**config.mk**
```make
export PLATFORM = sky130hd
export DESIGN_NAME = evt_irq_unit
export DESIGN_NICKNAME = d
export VERILOG_FILES = /design/src/rtl/evtirq_pkg.sv /design/src/rtl/evt_decode.sv /design/src/rtl/evt_bank.sv /design/src/rtl/evt_irq_unit.sv
export SDC_FILE = /design/constraint.sdc
export NUM_CORES = 1
export LEC_CHECK = 0
export ABC_AREA = 0
export CORE_MARGIN = 2
export CORE_UTILIZATION = 42
export CTS_CLUSTER_SIZE = 30
export DETAILED_ROUTE_END_ITERATION = 12
export PLACE_DENSITY = 0.84
export SYNTH_ARGS = -nofsm -noshare
export SYNTH_HDL_FRONTEND = slang
export SYNTH_SLANG_ARGS = --single-unit
```
**constraint.sdc**
```tcl
create_clock -name clk -period 1.82 [get_ports clk]
set_clock_uncertainty 0.1 [all_clocks]
set_input_delay 0.455 -clock clk [delete_from_list [all_inputs] [get_ports clk]]
set_output_delay 0.455 -clock clk [all_outputs]
set_load 0.05 [all_outputs]
```
**src/rtl/evtirq_pkg.sv**
```systemverilog
package evtirq_pkg;
    localparam int ADDR_W = 5;
    localparam int DATA_W = 8;

    localparam logic [ADDR_W-1:0] A_TX_STAT = 5'h00;
    localparam logic [ADDR_W-1:0] A_TX_MASK = 5'h01;
    localparam logic [ADDR_W-1:0] A_RX_STAT = 5'h02;
    localparam logic [ADDR_W-1:0] A_RX_MASK = 5'h03;
    localparam logic [ADDR_W-1:0] A_SUMMARY = 5'h13;

    // implemented positions of each half
    localparam logic [DATA_W-1:0] TX_VALID = 8'hAF;
    localparam logic [DATA_W-1:0] RX_VALID = 8'h9F;

    localparam int N_BANKS = 2;
    localparam int BANK_TX = 0;
    localparam int BANK_RX = 1;

    typedef enum logic [2:0] {
        SEL_TX_STAT,
        SEL_TX_MASK,
        SEL_RX_STAT,
        SEL_RX_MASK,
        SEL_SUMMARY,
        SEL_NONE
    } reg_sel_e;

    typedef struct packed {
        logic              wr;
        logic [ADDR_W-1:0] addr;
        logic [DATA_W-1:0] wdata;
    } host_req_t;

    typedef struct packed {
        logic clr;
        logic mask_we;
    } bank_ctl_t;

    function automatic reg_sel_e decode_addr(input logic [ADDR_W-1:0] a);
        case (a)
            A_TX_STAT: return SEL_TX_STAT;
            A_TX_MASK: return SEL_TX_MASK;
            A_RX_STAT: return SEL_RX_STAT;
            A_RX_MASK: return SEL_RX_MASK;
            A_SUMMARY: return SEL_SUMMARY;
            default:   return SEL_NONE;
        endcase
    endfunction

    function automatic logic [DATA_W-1:0] bank_valid(input int idx);
        return (idx == BANK_TX) ? TX_VALID : RX_VALID;
    endfunction
endpackage

```
**src/rtl/evt_decode.sv**
```systemverilog
module evt_decode
    import evtirq_pkg::*;
(
    input  host_req_t req,
    output reg_sel_e  sel,
    output bank_ctl_t ctl [N_BANKS]
);
    always_comb begin
        sel = decode_addr(req.addr);
        for (int b = 0; b < N_BANKS; b++) begin
            ctl[b] = '0;
        end
        if (req.wr) begin
            case (sel)
                SEL_TX_STAT: ctl[BANK_TX].clr     = 1'b1;
                SEL_TX_MASK: ctl[BANK_TX].mask_we = 1'b1;
                SEL_RX_STAT: ctl[BANK_RX].clr     = 1'b1;
                SEL_RX_MASK: ctl[BANK_RX].mask_we = 1'b1;
                default: ;
            endcase
        end
    end
endmodule

```
**src/rtl/evt_bank.sv**
```systemverilog
module evt_bank
    import evtirq_pkg::*;
#(
    parameter logic [DATA_W-1:0] VALID = 8'hFF
) (
    input  logic              clk,
    input  logic              rst,
    input  logic [DATA_W-1:0] evt,
    input  bank_ctl_t         ctl,
    input  logic [DATA_W-1:0] wdata,
    output logic [DATA_W-1:0] stat,
    output logic [DATA_W-1:0] mask,
    output logic              pending
);
    logic [DATA_W-1:0] stat_q, mask_q, clr_bits, set_bits;

    always_comb begin
        clr_bits = ctl.clr ? wdata : '0;
        set_bits = evt & VALID;
    end

    always_ff @(posedge clk) begin
        if (rst) begin
            stat_q <= '0;
            mask_q <= '0;
        end else begin
            // a same-cycle event outranks a clear of that bit
            stat_q <= ((stat_q & ~clr_bits) | set_bits) & VALID;
            if (ctl.mask_we) begin
                mask_q <= wdata & VALID;
            end
        end
    end

    assign stat    = stat_q;
    assign mask    = mask_q;
    assign pending = |(stat_q & mask_q);
endmodule

```
**src/rtl/evt_irq_unit.sv**
```systemverilog
module evt_irq_unit
    import evtirq_pkg::*;
(
    input  logic              clk,
    input  logic              rst,
    input  logic [ADDR_W-1:0] reg_addr,
    input  logic              reg_wr,
    input  logic [DATA_W-1:0] reg_wdata,
    output logic [DATA_W-1:0] reg_rdata,
    input  logic [DATA_W-1:0] rx_evt,
    input  logic [DATA_W-1:0] tx_evt,
    output logic              irq
);
    host_req_t         req;
    reg_sel_e          sel;
    bank_ctl_t         ctl   [N_BANKS];
    logic [DATA_W-1:0] evts  [N_BANKS];
    logic [DATA_W-1:0] stats [N_BANKS];
    logic [DATA_W-1:0] masks [N_BANKS];
    logic [N_BANKS-1:0] pend;
    logic [DATA_W-1:0] summary;

    logic [DATA_W-1:0] rx_stat, tx_stat, rx_mask, tx_mask;

    assign req = '{wr: reg_wr, addr: reg_addr, wdata: reg_wdata};
    assign evts[BANK_TX] = tx_evt;
    assign evts[BANK_RX] = rx_evt;

    evt_decode u_dec (
        .req (req),
        .sel (sel),
        .ctl (ctl)
    );

    for (genvar g = 0; g < N_BANKS; g++) begin : g_bank
        evt_bank #(.VALID(bank_valid(g))) u_bank (
            .clk     (clk),
            .rst     (rst),
            .evt     (evts[g]),
            .ctl     (ctl[g]),
            .wdata   (reg_wdata),
            .stat    (stats[g]),
            .mask    (masks[g]),
            .pending (pend[g])
        );
    end

    assign tx_stat = stats[BANK_TX];
    assign rx_stat = stats[BANK_RX];
    assign tx_mask = masks[BANK_TX];
    assign rx_mask = masks[BANK_RX];

    // active-low flags: bit index equals bank index
    assign summary = {{(DATA_W-N_BANKS){1'b0}}, ~pend};

    always_comb begin
        case (sel)
            SEL_TX_STAT: reg_rdata = tx_stat;
            SEL_TX_MASK: reg_rdata = tx_mask;
            SEL_RX_STAT: reg_rdata = rx_stat;
            SEL_RX_MASK: reg_rdata = rx_mask;
            SEL_SUMMARY: reg_rdata = summary;
            default:     reg_rdata = '0;
        endcase
    end

    assign irq = ~&summary[N_BANKS-1:0];
endmodule

```
* Word-level counts from Yosys, hierarchy flattened
Index checks and enable logic that the tools add are counted.
** Cells by class
- Reductions and logical operators :: 6
- Eq/ne operators :: 8
- Bitwise operators :: 9
- Multiplexer cells :: 9
** Operators by type and width (count)
- case mux 8 bit (5 select lines) :: 1
- bitwise AND 8 bit :: 4
- two-way mux 8 bit :: 2
- inverter 8 bit :: 2
- bitwise OR 8 bit :: 2
- OR reduction 8 bit :: 2
- case mux 3 bit (5 select lines) :: 1
- equality test 5 x 2 -> 1 bit (second input constant) :: 2
- equality test 3 x 2 -> 1 bit (second input constant) :: 2
- equality test 5 x 1 -> 1 bit (second input constant) :: 1
- equality test 5 bit (second input constant) :: 1
- zero test 5 bit :: 1
- two-way mux 1 bit :: 4
- two-way mux 4 bit :: 1
- equality test 3 x 1 -> 1 bit (second input constant) :: 1
- equality test 3 bit (second input constant) :: 1
- zero test 3 bit :: 1
- inverter 2 bit :: 1
- AND reduction 2 bit :: 1
- zero test 1 bit :: 1
** Storage, ports and cells
- Word-level logic and storage cells :: 38
- Bits of input ports :: 32
- Flip-flop bits (word level) :: 28
- Output and inout port bits :: 9

* Depth between registers and ports, before layout
Gate-level depths: netlist of run 1.
- Depth after elaboration :: 9
- Gate-level depth with buffers :: 6
- Mapped depth without buffers :: 3

* By module
A second synthesis of run 1 with hierarchy kept.
** Second synthesis, totals
- Cells, all modules :: 136
- Area, all modules :: 1402.6 um^2
** By module, submodules not included
- evt_bank :: seq. area each 240.2 um^2, times used 2, area each 511.7 um^2, cells an instance 47
- evt_irq_unit :: seq. area each 0.0 um^2, times used 1, area each 300.3 um^2, cells an instance 29
- evt_decode :: seq. area each 0.0 um^2, times used 1, area each 78.8 um^2, cells an instance 13

* Worst setup path after synthesis of run 1
No wires, ideal clock.
- Kind :: input to output
- Start point :: input port reg_addr[1]
- End point :: output port reg_rdata[0]
- Stages on the path :: 5
- Buffers on the path :: 2
- Data required time :: 1265 ps
- Path slack :: -245 ps
- Data arrival time :: 1510 ps
- Cell sequence :: buf_6 -> nor2b_4 -> buf_6 -> and2_1 -> a221o_1
** Between the ends
- Longest elaborated chain between the ends :: 4
- Elaborated cells on any way between the ends :: 12
- Those cells by class :: 8 x eq/ne; 2 x mux; 2 x reduce/logical
** Ends and longest elaborated chain
- start, declared :: RTL line evt_irq_unit.sv:6 : input logic [ADDR_W-1:0] reg_addr,
- equality test 5 bit (tied with other cells) :: RTL line evtirq_pkg.sv:40 : case (a)
- case mux 3 bit (5 select lines) (*) :: RTL line evtirq_pkg.sv:40
- equality test 3 bit (tied with other cells) :: RTL line evt_irq_unit.sv:57 : case (sel)
- case mux 8 bit (5 select lines) (*) :: RTL line evt_irq_unit.sv:57
- end, declared :: RTL line evt_irq_unit.sv:9 : output logic [DATA_W-1:0] reg_rdata,
Every way passes the cells marked *; elsewhere a longest branch is shown, timed or not.

* Final worst setup path of run 1
- Start point :: register g_bank[0].u_bank.stat_q[0]
- End point :: output port reg_rdata[0]
** Between the ends
- Longest elaborated chain between the ends :: 4
** Ends and longest elaborated chain
- start, declared :: RTL line evt_bank.sv:15 : logic [DATA_W-1:0] stat_q, mask_q, clr_bits, set_bits;
- start signal, assigned :: RTL line evt_bank.sv:28 : stat_q <= ((stat_q & ~clr_bits) | set_bits) & VALID;
- bitwise AND 8 bit :: RTL line evt_bank.sv:37 : assign pending = |(stat_q & mask_q);
- OR reduction 8 bit :: RTL line evt_bank.sv:37
- inverter 2 bit :: RTL line evt_irq_unit.sv:54 : assign summary = {{(DATA_W-N_BANKS){1'b0}}, ~pend};
- case mux 8 bit (5 select lines) (*) :: RTL line evt_irq_unit.sv:57
Marked as above.

==> results of run 1 <==
## how the worst max path moves through the flow
stage	depth (start not counted)	slack [ns]	from	end
floorplan	6	-0.20	reg_addr[1]	reg_rdata[3]
global placement	5	-0.77	reg_addr[0]	reg_rdata[1]
detailed placement	5	-0.80	reg_addr[0]	reg_rdata[1]
CTS	4	-0.35	g_bank[0].u_bank.mask[0]	reg_rdata[0]
global route	4	-0.44	g_bank[0].u_bank.mask[0]	reg_rdata[0]
finish	4	-0.41	g_bank[0].u_bank.stat[0]	reg_rdata[0]
## report_power, final
group | internal [uW] | total [uW] | switching (uW)
logic | 152 | 287 | 135
clock network | 77.2 | 235 | 158
registers | 547 | 568 | 21.4
total | 777 | 1090 | 314
## worst max-delay path, cell delays in order, from the launching register on
cell	delay (ns)
dfxtp_2	0.36
mux2_4	0.28
a32o_1	0.23
a221o_2	0.34
buf_12	0.16
## per-layer routing
| layer | global-route usage (%) | share of wire [%] |
|---|---|---|
| met1 | 31.3 | 37 |
| met2 | 45.6 | 51 |
| met3 | 3.15 | 8.3 |
| met4 | 10.2 | 3.1 |
| met5 | 0 | 0 |
## stage by stage
stage | power, uW | worst slack [ns] | instance area [um2]
final | 1090 | -0.410 | 2180
after global routing | 1120 | -0.445 | 2180
after CTS | 1040 | -0.347 | 2050
after detailed placement | 815 | -0.798 | 1960
after global placement | 806 | -0.772 | 1960
after floorplan | 686 | -0.197 | 1430
## logic make-up after synthesis
group | after synthesis | synth area share (%)
simple gates | 75 | 33.1
flops | 24 | 34.8
other cells | 1 | 0.272
mux | 14 | 10.3
buf+inv | 14 | 6.90
compound gates | 23 | 14.5
## flip-flops by register name, summed over array words and instances (netlist names)
name	cells
g_bank.u_bank.mask	12
g_bank.u_bank.stat	12
## cell type report
type,instances,area [um2]
fillers,205,897
multi-input cells,113,920
well taps,44,55.1
repair buffers,65,698
flip-flops and latches,24,485
clock buffers,3,22.5
## what timing repair did
item | 4_1_cts | 5_1_grt
hold buffers | 0 | 0
cloned | 2 | 1
buffers inserted | 3 | 5
gates resized for setup | 31 | 28
pin swaps | 8 | 12
endpoints found under the setup margin | 15 | 8
## cell usage after synthesis (all sizes together)
master,instances
and2,1
and3,5
nor3b,1
nor3,1
buf,9
nand3,16
nor4,1
nor2,13
a22oi,6
nand4,3
nand2b,19
nor4b,6
mux2i,12
mux2,2
dfxtp,24
a311oi,12
clkbuf,5
and3b,6
conb,1
nor2b,1
a221o,2
a32o,3
nand2,2
==> metrics.md, run 1 <==
| Metric | Value |
|---|---|
| Die area | `0.00376 mm2` |
| Top area cells in the synthesized netlist | `dfxtp_1, mux2i_1, nand2b_1` |
| Vias in the first global route | `1489` |
| Final setup TNS | `-1.88 ns` |
| Global-route usage over all layers | `25.7%` |
| Clk_lat worst skew | `0.31 ns` |
| MaxCap Viol Count | `0` |
| Vias per inst | `6.19` |
| Post-DP HPWL | `3130 um` |
| Status | `complete, but fails checks` |
| Area share of the largest cell type after synthesis | `34.8%` |
| Leak | `0.000872 uW` |
| Final Net Count | `239` |
| Fin util | `70.9%` |
| Die width | `61.3 um` |
| Final hold violation count | `0` |
| Final worst path period share | `123%` |
| Area Growth Syn to Fin | `58.2%` |
| RSZ-0062 raised after global routing | `yes` |
| Hold WC Path Type | `flop to flop` |
| Antenna viol nets, final | `0` |
| Yosys top cell by area | `dfxtp_1` |
| Post-Syn Instances | `151` |
| Post-synth cell types | `27` |
| Initial antenna violation count | `0` |
| Iteration-0 DRC Markers | `94` |
| CP startpoint kind | `flop` |
| Pwr dens | `500 mW/mm2` |
| Final worst slack | `-0.410 ns` |
| Die Ht | `61.3 um` |
| Period minus WS final | `2.23 ns` |
| Setup CP Type | `flop to output port` |
| TritonRoute pass-1 iters | `4` |
| Total Routed Length | `5240 um` |
| CP Capture Type | `output port` |
| Arr. time, crit path | `1.68 ns` |
| Post-Layout Cell Count | `249` |
| Share of cells above drive strength 1 | `38.0%` |
| Hold path endpoint | `g_bank[1].u_bank.mask[2]` |
| Commonest cells after routing, fill and taps aside | `clkdlybuf4s50_1, dfxtp_1, buf_4, nand2b_1` |
| WL/cell | `21.0 um` |
| # setup viols final | `8` |
| Ports | `41` |
| Maximum clock insertion buffer count | `2` |
| Syn Nets | `183` |
| Clock sink count | `24` |
| Worst R2R End | `g_bank[1].u_bank.stat[0]` |
| Worst IR Drop VDD | `0.294 mV` |
| Total CTS buffers | `3` |
| Syn avg cell area | `9.13 um2` |
| Max Freq | `448 MHz` |
| CTS tree | `yes` |
| Pins Over Slew Limit | `0` |
| Number of rows in the core area | `20` |
| Most common cell after layout, fill and taps aside | `clkdlybuf4s50_1` |
| Port bufs | `34` |
| DRC Markers | `0` |
| Core Area | `0.00308 mm2` |
| Total grt overflow | `0` |
| Violated checks | `setup timing` |
| H-tree levels | `1` |
| Yosys reg bits | `24` |
| Starting density of the core | `44.8%` |
| CTS root buffer | `clkbuf_4` |
| Critical Path RT | `1.26 ns` |
| Sequential area share after synthesis | `34.8%` |
| Worst R2R Path Depth | `2` |
| RD Place Congestion | `0.972` |
| R2R setup slack | `0.79 ns` |
| Synth warn | `0` |
| Global-route wire length before repair | `7000 um` |
| Hold path startpoint | `g_bank[1].u_bank.mask[2]` |
| Hold Crit Depth | `2` |
| Via count | `1541` |
| Placed cell count | `235` |
| WHS | `0.425 ns` |
| Clock transition at the registers of the reported paths | `0.13 ns` |
| Largest net degree at the start of global routing | `32` |
| Critical path fanouts, max | `3` |
| Launching point of the worst reg2reg path | `g_bank[1].u_bank.stat[0]` |
| Diodes inserted | `0` |
| Post-synthesis cell area | `0.00138 mm2` |
Note: power is estimated with default switching activity, not from simulation.
==> run 2: changes to the inputs <==
--- a/config.mk
+++ b/config.mk
@@ -14,3 +14,4 @@
 export SYNTH_ARGS = -nofsm -noshare
 export SYNTH_HDL_FRONTEND = slang
 export SYNTH_SLANG_ARGS = --single-unit
+export TNS_END_PERCENT = 30
==> metrics.md, run 2 (same netlist as run 1, synthesis figures left out) <==
| Metric | Value |
|---|---|
| Status | `complete, but fails checks` |
| Violated checks | `setup timing` |
| Total Routed Length | `4780 um (-8.9%)` |
| RD Place Congestion | `0.857 (-12%)` |
| Critical path fanouts, max | `3 (unchanged)` |
| Total CTS buffers | `3 (unchanged)` |
| Total grt overflow | `0 (unchanged)` |
| Final hold violation count | `0 (unchanged)` |
| Critical path's top delay family | `compound AO/OA/AOI/OAI gates` |
| CP max-delay cell | `dfxtp_2` |
| Hold_buf cts | `0 (unchanged)` |
| Worst IR Drop VDD | `0.412 mV (+40%)` |
| CTS root buffer | `clkbuf_4` |
| Die Ht | `61.3 um (unchanged)` |
| Global-route wire length before repair | `7500 um (+7.2%)` |
| Vias in the first global route | `1527 (+2.6%)` |
| Final setup TNS | `-2.32 ns (-0.440 ns)` |
| Crit path largest cell delay | `0.37 ns (about the same)` |
| # setup viols final | `8 (unchanged)` |
| Pwr dens | `580 mW/mm2 (+16%)` |
| Ports | `41 (unchanged)` |
| CP startpoint kind | `flop` |
| Period minus WS final | `2.23 ns (-0.00190 ns)` |
| Maximum clock insertion buffer count | `2 (unchanged)` |
| Antenna viol nets, final | `0 (unchanged)` |
| Most common cell after layout, fill and taps aside | `clkdlybuf4s50_1` |
| WHS | `0.417 ns (-0.00829 ns)` |
| TritonRoute pass-1 iters | `4 (unchanged)` |
| Clk_lat worst skew | `0.34 ns (+0.03 ns)` |
| Area Growth Syn to Fin | `57.2%` |
| RSZ-0062 raised after global routing | `yes` |
| Final Net Count | `238 (-0.42%)` |
| CP Capture Type | `output port` |
| H-tree levels | `1 (unchanged)` |
| Number of rows in the core area | `20 (unchanged)` |
| Largest net degree at the start of global routing | `32 (unchanged)` |
| DRC Markers | `0 (unchanged)` |
| CP cell instances | `mux2_4, a32o_1, a221o_2, buf_12` |
| Die width | `61.3 um (unchanged)` |
| Hold WC Path Type | `flop to flop` |
| Hold path startpoint | `g_bank[0].u_bank.mask[7]` |
| Iteration-0 DRC Markers | `89 (-5.3%)` |
| Starting density of the core | `44.8% (unchanged)` |
| Initial antenna violation count | `0 (unchanged)` |
| Share of cells above drive strength 1 | `34.6% (-3.4 points)` |
| Clock sink count | `24 (unchanged)` |
| Post-DP HPWL | `3170 um (+1.1%)` |
| WL/cell | `19.2 um (-8.9%)` |
| Pins Over Slew Limit | `0 (unchanged)` |
| Commonest cells after routing, fill and taps aside | `clkdlybuf4s50_1, dfxtp_1, buf_4, nand2b_1` |
| Max Freq | `449 MHz (about the same)` |
| Final worst slack | `-0.409 ns (+0.00190 ns)` |
| Critical Path RT | `1.26 ns (about the same)` |
| Die area | `0.00376 mm2 (unchanged)` |
| Global-route usage over all layers | `27.4% (+1.8 points)` |
| CTS tree | `yes` |
| Setup CP Type | `flop to output port` |
| Buf/Inv on CP | `1 (unchanged)` |
| Core Area | `0.00308 mm2 (unchanged)` |
| Port bufs | `34 (unchanged)` |
| Fin util | `70.4% (-0.45 points)` |
| Diodes inserted | `0 (unchanged)` |
| Vias per inst | `6.13 (-0.97%)` |
| Clock transition at the registers of the reported paths | `0.15 ns (+0.02 ns)` |
| Arr. time, crit path | `1.67 ns (about the same)` |
| DP Area | `0.00198 mm2 (+0.64%)` |
| Final instance area | `0.00217 mm2 (-0.63%)` |
| Final worst path period share | `122% (about the same)` |
| Via count | `1526 (-0.97%)` |
| Crit path from | `g_bank[0].u_bank.mask[0]` |
| Launching point of the worst reg2reg path | `g_bank[1].u_bank.stat[2]` |
| MaxCap Viol Count | `0 (unchanged)` |
| Leak | `0.000873 uW (+0.16%)` |
[run 2: changes by cell type in the layout (fill, tap and decap cells not counted), moves of 3 or more]
cell     previous run  this run
nand3_1             5         8
nand3_2            11         8
a22oi_2             3         0
buf_6              10         6
a22oi_1             3         6
[run 2: per-stage QoR]
stage | total power [uW] | setup WS (ns) | cells
floorplan | 685 | -0.197 | 151
global placement | 808 | -0.718 | 237
detailed placement | 817 | -0.779 | 237
CTS | 1240 | -0.384 | 249
global route | 1280 | -0.432 | 249
finish | 1260 | -0.409 | 249
[run 2: cell type report]
type                       count  area (um2)
fill                         208         911
multi-input combinational    113         880
timing repair buffer          64         694
sequential                    24         485
tap                           44        55.1
clock inverter                 1        30.0
clock buffer                   3        22.5
[run 2: path summary, 6_finish.rpt]
kind	to	slack, ns	cells after the start
worst max register to register	g_bank[1].u_bank.stat[2]	0.86	3
worst max-delay path	reg_rdata[0]	-0.41	4
worst min-delay path	g_bank[0].u_bank.mask[7]	0.42	2
worst min register to register	g_bank[0].u_bank.mask[7]	0.42	2
[run 2: what timing repair did]
item | in CTS | in global routing
endpoints found under the setup margin | 18 | 8
gates cloned | 1 | 0
buffers inserted | 7 | 0
gates resized for setup | 41 | 1
pin swaps | 12 | 2
[run 2: worst reg2reg max path, stage by stage (launching register included)]
cell and delay [ns]:
dfxtp_1 0.39, buf_4 0.14, nor2_1 0.05, a311oi_1 0.22
[run 2: report_power, final]
group          switching (uW)  internal (uW)  total (uW)
clock                     190            223         413
combinational             128            149         277
sequential               18.7            548         566
[run 2: layer usage]
layer	routed length (um)	vias to the layer above	part of all wire, %	track usage [%]
met5	0	-	0	0
met4	105	0	2.2	10.6
met3	271	11	5.7	3.36
met2	2500	65	52	49.5
met1	1900	770	40	33.0
li1	-	680	-	-
